## src/rtl/hsi_pkg.sv

```systemverilog
package hsi_pkg;

    localparam int BYTE_W    = 8;
    localparam int STAT_W    = 4;
    localparam int CFG_BYTES = 2;
    localparam int CFG_W     = CFG_BYTES * BYTE_W;
    localparam int CNT_W     = $clog2(BYTE_W);

    // positions of request / status bits in the command byte
    localparam int REQ_CFG_WR = 3;
    localparam int REQ_CFG_RD = 2;
    localparam int REQ_MAC_WR = 1;
    localparam int REQ_MAC_RD = 0;

    typedef enum logic [2:0] {
        OP_NONE,
        OP_CFG_WR,
        OP_CFG_RD,
        OP_MAC_WR,
        OP_MAC_RD
    } op_e;

    typedef enum logic [2:0] {
        PH_IDLE,
        PH_CMD,
        PH_LEN,
        PH_DATA,
        PH_SKIP
    } phase_e;

    // synchronized view of the serial pins
    typedef struct packed {
        logic active;
        logic start;
        logic rise;
        logic sdi;
    } ser_ev_t;

    function automatic logic [BYTE_W-1:0] bit_rev(input logic [BYTE_W-1:0] b);
        logic [BYTE_W-1:0] r;
        for (int i = 0; i < BYTE_W; i++) begin
            r[i] = b[BYTE_W-1-i];
        end
        return r;
    endfunction

    function automatic op_e pick_op(input logic [STAT_W-1:0] m);
        if (m[REQ_CFG_WR])      return OP_CFG_WR;
        else if (m[REQ_CFG_RD]) return OP_CFG_RD;
        else if (m[REQ_MAC_WR]) return OP_MAC_WR;
        else if (m[REQ_MAC_RD]) return OP_MAC_RD;
        return OP_NONE;
    endfunction

    function automatic logic is_cfg(input op_e op);
        return (op == OP_CFG_WR) || (op == OP_CFG_RD);
    endfunction

endpackage

```

## src/rtl/hsi_sync.sv

```systemverilog
module hsi_sync
    import hsi_pkg::*;
#(
    parameter int STAGES = 2
) (
    input  logic    clk,
    input  logic    rst,
    input  logic    sclk_i,
    input  logic    scs_n_i,
    input  logic    sdi_i,
    output ser_ev_t ev
);

    // index STAGES-1 is the synchronized value, index STAGES one cycle older
    logic [STAGES:0] sclk_sh;
    logic [STAGES:0] cs_sh;
    logic [STAGES:0] sdi_sh;

    always_ff @(posedge clk) begin
        if (rst) begin
            sclk_sh <= '0;
            cs_sh   <= '1;
            sdi_sh  <= '0;
        end else begin
            sclk_sh <= {sclk_sh[STAGES-1:0], sclk_i};
            cs_sh   <= {cs_sh[STAGES-1:0], scs_n_i};
            sdi_sh  <= {sdi_sh[STAGES-1:0], sdi_i};
        end
    end

    always_comb begin
        ev.active = ~cs_sh[STAGES-1];
        ev.start  = ~cs_sh[STAGES-1] & cs_sh[STAGES];
        ev.rise   = sclk_sh[STAGES-1] & ~sclk_sh[STAGES];
        ev.sdi    = sdi_sh[STAGES-1];
    end

endmodule

```

## src/rtl/hsi_shifter.sv

```systemverilog
module hsi_shifter
    import hsi_pkg::*;
(
    input  logic              clk,
    input  logic              rst,
    input  ser_ev_t           ev,
    input  logic              msb_first_i,
    input  logic [BYTE_W-1:0] stat_byte,
    input  logic [BYTE_W-1:0] next_tx,
    output logic              sdo_o,
    output logic              byte_end,
    output logic [BYTE_W-1:0] rx_byte
);

    logic [BYTE_W-1:0] tx_w;      // transmit byte held in wire order
    logic [BYTE_W-2:0] rx_w;      // received bits in wire order
    logic [CNT_W-1:0]  bit_cnt;
    logic [BYTE_W-1:0] rx_full_w;
    logic              shift;

    function automatic logic [BYTE_W-1:0] to_wire(input logic [BYTE_W-1:0] b,
                                                  input logic msb);
        return msb ? b : bit_rev(b);
    endfunction

    always_comb begin
        shift     = ev.active & ev.rise & ~ev.start;
        byte_end  = shift & (bit_cnt == CNT_W'(BYTE_W - 1));
        rx_full_w = {rx_w, ev.sdi};
        rx_byte   = to_wire(rx_full_w, msb_first_i);
        sdo_o     = ev.active & tx_w[BYTE_W-1];
    end

    always_ff @(posedge clk) begin
        if (rst || !ev.active) begin
            tx_w    <= '0;
            rx_w    <= '0;
            bit_cnt <= '0;
        end else if (ev.start) begin
            tx_w    <= to_wire(stat_byte, msb_first_i);
            rx_w    <= '0;
            bit_cnt <= '0;
        end else if (shift) begin
            rx_w    <= rx_full_w[BYTE_W-2:0];
            bit_cnt <= bit_cnt + 1'b1;
            tx_w    <= byte_end ? to_wire(next_tx, msb_first_i)
                                : {tx_w[BYTE_W-2:0], 1'b0};
        end
    end

endmodule

```

## src/rtl/hsi_ctrl.sv

```systemverilog
module hsi_ctrl
    import hsi_pkg::*;
(
    input  logic              clk,
    input  logic              rst,
    input  ser_ev_t           ev,
    input  logic              byte_end,
    input  logic [BYTE_W-1:0] rx_byte,
    input  logic [STAT_W-1:0] stat_i,
    input  logic [CFG_W-1:0]  cfg_rdata_i,
    input  logic [BYTE_W-1:0] mac_rdata_i,
    output logic [BYTE_W-1:0] stat_byte,
    output logic [BYTE_W-1:0] next_tx,
    output logic              cfg_rd_o,
    output logic              cfg_wr_o,
    output logic [CFG_W-1:0]  cfg_wdata_o,
    output logic              mac_rd_o,
    output logic              mac_wr_o,
    output logic [BYTE_W-1:0] mac_wdata_o,
    output op_e               cur_op
);

    phase_e            phase;
    op_e               op;
    logic [STAT_W-1:0] stat_q;
    logic [BYTE_W-1:0] remain;
    logic [BYTE_W-1:0] cfg_lo;
    logic [BYTE_W-1:0] cfg_hi;
    logic [BYTE_W-1:0] len_rem;
    op_e               sel;

    assign cur_op    = op;
    assign stat_byte = {{(BYTE_W-STAT_W){1'b0}}, stat_i};

    always_comb begin
        sel      = pick_op(rx_byte[STAT_W-1:0] & stat_q);
        len_rem  = is_cfg(op) ? BYTE_W'(CFG_BYTES) : rx_byte;
        next_tx  = '0;
        cfg_rd_o = 1'b0;
        mac_rd_o = 1'b0;
        if (byte_end && ev.active) begin
            unique case (phase)
                PH_LEN: begin
                    if (len_rem != '0) begin
                        if (op == OP_CFG_RD) begin
                            next_tx  = cfg_rdata_i[BYTE_W-1:0];
                            cfg_rd_o = 1'b1;
                        end else if (op == OP_MAC_RD) begin
                            next_tx  = mac_rdata_i;
                            mac_rd_o = 1'b1;
                        end
                    end
                end
                PH_DATA: begin
                    if (remain > BYTE_W'(1)) begin
                        if (op == OP_CFG_RD) begin
                            next_tx = cfg_hi;
                        end else if (op == OP_MAC_RD) begin
                            next_tx  = mac_rdata_i;
                            mac_rd_o = 1'b1;
                        end
                    end
                end
                default: ;
            endcase
        end
    end

    // sequencing state, cleared whenever the chip select is idle
    always_ff @(posedge clk) begin
        if (rst || !ev.active) begin
            phase    <= PH_IDLE;
            op       <= OP_NONE;
            stat_q   <= '0;
            remain   <= '0;
            cfg_wr_o <= 1'b0;
            mac_wr_o <= 1'b0;
        end else begin
            cfg_wr_o <= 1'b0;
            mac_wr_o <= 1'b0;
            if (ev.start) begin
                phase  <= PH_CMD;
                op     <= OP_NONE;
                stat_q <= stat_i;
            end else if (byte_end) begin
                unique case (phase)
                    PH_CMD: begin
                        op    <= sel;
                        phase <= (sel == OP_NONE) ? PH_SKIP : PH_LEN;
                    end
                    PH_LEN: begin
                        remain <= len_rem;
                        phase  <= (len_rem == '0) ? PH_SKIP : PH_DATA;
                    end
                    PH_DATA: begin
                        remain <= remain - 1'b1;
                        if (remain == BYTE_W'(1)) phase <= PH_SKIP;
                        if (op == OP_MAC_WR) mac_wr_o <= 1'b1;
                        if (op == OP_CFG_WR && remain == BYTE_W'(1)) cfg_wr_o <= 1'b1;
                    end
                    default: ;
                endcase
            end
        end
    end

    // data holding registers
    always_ff @(posedge clk) begin
        if (rst) begin
            cfg_lo      <= '0;
            cfg_hi      <= '0;
            cfg_wdata_o <= '0;
            mac_wdata_o <= '0;
        end else begin
            if (cfg_rd_o && phase == PH_LEN) cfg_hi <= cfg_rdata_i[CFG_W-1:BYTE_W];
            if (ev.active && byte_end && phase == PH_DATA) begin
                if (op == OP_MAC_WR) mac_wdata_o <= rx_byte;
                if (op == OP_CFG_WR) begin
                    if (remain == BYTE_W'(CFG_BYTES)) cfg_lo <= rx_byte;
                    else cfg_wdata_o <= {rx_byte, cfg_lo};
                end
            end
        end
    end

endmodule

```

## src/rtl/hsi_slave.sv

```systemverilog
module hsi_slave
    import hsi_pkg::*;
#(
    parameter int SYNC_STAGES = 2
) (
    input  logic        clk,
    input  logic        rst,
    input  logic        sclk_i,
    input  logic        scs_n_i,
    input  logic        sdi_i,
    output logic        sdo_o,
    output logic        irq_n_o,
    input  logic        msb_first_i,
    input  logic [3:0]  stat_i,
    input  logic [15:0] cfg_rdata_i,
    output logic        cfg_rd_o,
    output logic        cfg_wr_o,
    output logic [15:0] cfg_wdata_o,
    input  logic [7:0]  mac_rdata_i,
    output logic        mac_rd_o,
    output logic        mac_wr_o,
    output logic [7:0]  mac_wdata_o
);

    ser_ev_t           ev;
    logic              byte_end;
    logic [BYTE_W-1:0] rx_byte;
    logic [BYTE_W-1:0] stat_byte;
    logic [BYTE_W-1:0] next_tx;
    logic              ser_active;
    op_e               cur_op;

    assign ser_active = ev.active;

    hsi_sync #(.STAGES(SYNC_STAGES)) u_sync (
        .clk     (clk),
        .rst     (rst),
        .sclk_i  (sclk_i),
        .scs_n_i (scs_n_i),
        .sdi_i   (sdi_i),
        .ev      (ev)
    );

    hsi_shifter u_shift (
        .clk         (clk),
        .rst         (rst),
        .ev          (ev),
        .msb_first_i (msb_first_i),
        .stat_byte   (stat_byte),
        .next_tx     (next_tx),
        .sdo_o       (sdo_o),
        .byte_end    (byte_end),
        .rx_byte     (rx_byte)
    );

    hsi_ctrl u_ctrl (
        .clk         (clk),
        .rst         (rst),
        .ev          (ev),
        .byte_end    (byte_end),
        .rx_byte     (rx_byte),
        .stat_i      (stat_i),
        .cfg_rdata_i (cfg_rdata_i),
        .mac_rdata_i (mac_rdata_i),
        .stat_byte   (stat_byte),
        .next_tx     (next_tx),
        .cfg_rd_o    (cfg_rd_o),
        .cfg_wr_o    (cfg_wr_o),
        .cfg_wdata_o (cfg_wdata_o),
        .mac_rd_o    (mac_rd_o),
        .mac_wr_o    (mac_wr_o),
        .mac_wdata_o (mac_wdata_o),
        .cur_op      (cur_op)
    );

    always_ff @(posedge clk) begin
        if (rst) irq_n_o <= 1'b1;
        else     irq_n_o <= ~(stat_i[REQ_CFG_RD] | stat_i[REQ_MAC_RD]);
    end

endmodule

```

## config.mk

```make
export PLATFORM = sky130hd
export DESIGN_NAME = hsi_slave
export DESIGN_NICKNAME = d
export VERILOG_FILES = /design/src/rtl/hsi_pkg.sv /design/src/rtl/hsi_sync.sv /design/src/rtl/hsi_shifter.sv /design/src/rtl/hsi_ctrl.sv /design/src/rtl/hsi_slave.sv
export SDC_FILE = /design/constraint.sdc
export NUM_CORES = 1
export LEC_CHECK = 0
export BUFFER_PORTS_ARGS = -buffer_cell sky130_fd_sc_hd__buf_2
export CAP_MARGIN = 10
export CORE_MARGIN = 1.5
export CORE_UTILIZATION = 50
export CTS_CLUSTER_DIAMETER = 200
export CTS_CLUSTER_SIZE = 8
export DETAILED_ROUTE_END_ITERATION = 8
export PLACE_DENSITY = 0.68
export SETUP_SLACK_MARGIN = 0.4
export SLEW_MARGIN = 20
export SYNTH_ARGS = -nofsm -noshare
export SYNTH_HDL_FRONTEND = slang
export SYNTH_SLANG_ARGS = --single-unit
```

## constraint.sdc

```tcl
create_clock -name clk -period 2.7 [get_ports clk]
set_input_delay 0.27 -clock clk [delete_from_list [all_inputs] [get_ports clk]]
set_output_delay 0.27 -clock clk [all_outputs]
set_load 0.1 [all_outputs]
```

==> results.tsv <==
metric	value	unit
hold_buf cts	0	
worst hold path class	input pin to register	
syn avg cell area	8.66	µm²
Post-Layout Cell Count	655	
CP Launch Type	register	
RSZ-0062 raised after global routing	true	
syn_nets	505	
Synth cell types	62	
post-synthesis mux area share	5.55	%
Die Wd	92.9	µm
initial core utilization	52.0	%
Final HPWL DP	7160	µm
setup TNS	0	ps
clock slew seen by the registers of the worst setup and hold paths	100	ps
CP Capture Type	primary output	
vias in the first global route	3443	
Longest Clk Path Bufs	2	
Synth-to-Final Area Change	23.6	%
Slew Viols, Final	0	
crit-path cells	ha_4 > ha_4 > and4bb_1 > nand2_2 > buf_6 > nor3b_4 > and2_4 > buf_12	
Gate Count Post-Synth	466	
register area share after synthesis	43.1	%
GPL Wtd Cong	0.875	
Area contributors post-synth	dfxtp_1, a21oi_1, nor2_1	
initial antenna violation count	0	
final WL	10500	µm
area of the multi-input gates	2200	µm²
Synth Area in Adders	1.55	%
number of fill cells	656	
fmax	430	MHz
fraction of layout cells with a size suffix above 1	28.8	%
dpl cell area	4520	µm²
Placed Cells incl. Taps	620	
routed length on met3	460	µm
# rows	32	
Top FF cell, synth	dfxtp_1	
clk_lat worst skew	360	ps
Post-synth ARST share	0	%
pre-CTS setup slack	288	ps
WS Path Type	register to primary output	
Max VDD drop	253	µV
post-route design area	4990	µm²
crit-path max cell delay	370	ps
Final nets	587	
mapped cell area	4040	µm²
Post-Synth Simple-Gate Area	22.2	%
worst-path cell with the longest stage delay	dfxtp_2	
IO buf count	63	
core area	7770	µm²
H-Tree Depth	3	
total gr overflow	0	
clk sinks	87	
Critical Path RT	2430	ps
Core Util, Final	64.3	%
vias per cell	5.71	
leading cell type in the layout, fill and taps excluded	dfxtp_1	
Synth area leader	dfxtp_1	
largest net degree at the start of global routing	49	
CP dominant cell by count	ha_4	
Slew headroom	54.1	%
number of flops mapped to enable cells by yosys	0	
crit-path max FO	3	
Inserted Clock Buffers	9	
DR pass1 iterations	5	
Vias	3741	
GRT Util Overall	24.9	%
leakage dissipation	1.88	nW
status	finished clean	
die extent in y	92.9	µm
Seq cells post-synth	87	
first-pass GRT wire length	16900	µm
power per cell area	473	nW/µm²
clock period minus worst slack	2320	ps
Clock Skews	12.1	ps
drt drc	0	
CTS root buffer	clkbuf_8	
Setup WS post-layout	377	ps
drt initial violations	197	
Final Cycle Share	86.1	%
M1 WL	4860	µm
worst slew pin tran	669	ps
post-synthesis compound-gate area fraction	22.8	%
final hold violation count	0	
WHS	88.9	ps
WL/cell	16.1	µm
die area	8620	µm²
CTS tree	built	
Final ANT Viol Nets	0	
post-synth top area share	43.1	%
DR top layer	met4	
met2 wire length	5050	µm
total power draw	2.36	mW
number of max-cap violations	0	
largest family of logic cells by synthesized area	compound AO/OA/AOI/OAI gates	
final setup violation count	0	
Synth Warn #	0	
Arr. time, crit path	2050	ps
FF+latch area	1760	µm²
diodes inserted	0	
most frequent cells in the layout	dfxtp_1, buf_2, nor2_1	
xor/xnor share of the synthesized area	0.434	%
Top Ports	64	
synth_stat cells, types with 2 or more instances:
library cell	n
a221oi_1	5
o211ai_1	5
nand3_1	3
nor3b_2	2
buf_2	5
ha_1	5
a211oi_2	8
or3b_1	3
buf_1	3
nand2_1	57
a2111o_1	2
clkbuf_1	17
or4_1	2
nor4_1	6
nor2b_1	8
o32ai_1	5
dfxtp_1	87
buf_6	2
a211oi_1	18
a31oi_1	5
a22o_1	2
a32o_1	5
a22oi_1	2
inv_1	11
mux2i_1	19
or2_2	3
o21ai_0	12
and2_1	2
a21oi_1	48
nor3_2	2
nor2_1	58
mux2_2	3
nand2b_1	5
nor3_1	14
or3_1	3
and3_1	2
xnor2_1	2
cell type report:
class | count | area share (%)
clock buffer | 9 | 2.48
clock inverter | 7 | 1.68
inverter | 12 | 0.902
multi-input combinational | 339 | 44.1
sequential | 87 | 35.2
tap | 102 | 2.56
timing repair buffer | 99 | 13.1
final timing paths:
path	start	endpoint	slack [ps]	cells past startpoint
hold reg to reg	u_sync.cs_sh[0]	u_sync.cs_sh[1]	430	1
setup / recovery	u_shift.bit_cnt[0]	mac_rd_o	380	8
setup reg to reg	u_shift.bit_cnt[0]	u_shift.tx_w[2]	420	10
hold / removal	scs_n_i	u_sync.cs_sh[0]	90	2
cells by family after synthesis:
group	Yosys count
AOI/OAI and AO/OA	131
xor gates and xnor gates	2
adders and majority gates	5
buffers and inverters	40
DFF	87
muxes	22
and+or+nand+nor	179
state kept, by name, summed over array words and instances (netlist names), 4 cells and up:
signal              flops
u_shift.tx_w            8
u_ctrl.mac_wdata_o      8
u_shift.rx_w            7
u_ctrl.cfg_lo           8
u_ctrl.stat_q           4
u_ctrl.cfg_hi           8
u_ctrl.cfg_wdata_o     16
u_ctrl.remain           8
where the power goes:
group / switching, mW / internal (mW) / leakage [nW]
clock: 0.522 / 0.448 / 0.103
sequential: 0.00652 / 1.29 / 0.707
combinational: 0.0606 / 0.0384 / 1.07
total: 0.589 / 1.77 / 1.88
worst max-delay path: cells and delay by family (launching register included):
family / cells / cell delay (ps)
AND/OR/NAND/NOR: 4 / 720
flip-flops: 1 / 370
buffers and inverters: 2 / 310
adder cells (fa/ha/maj): 2 / 280
per-layer routing:
layer	track usage (%)	vias to the layer above
met5	0	-
met4	8.71	0
met3	3.37	18
met2	39.5	108
met1	34.6	1771
li1	-	1844
what timing repair did:
action | 4_1_cts | 5_1_grt
pin swaps | 5 | 8
buffers inserted | 10 | 9
endpoints found under the setup margin | 20 | 25
hold endpoints to repair | 0 | 0
gates resized for setup | 12 | 16
No activity file was read; power rests on OpenSTA's default activity.
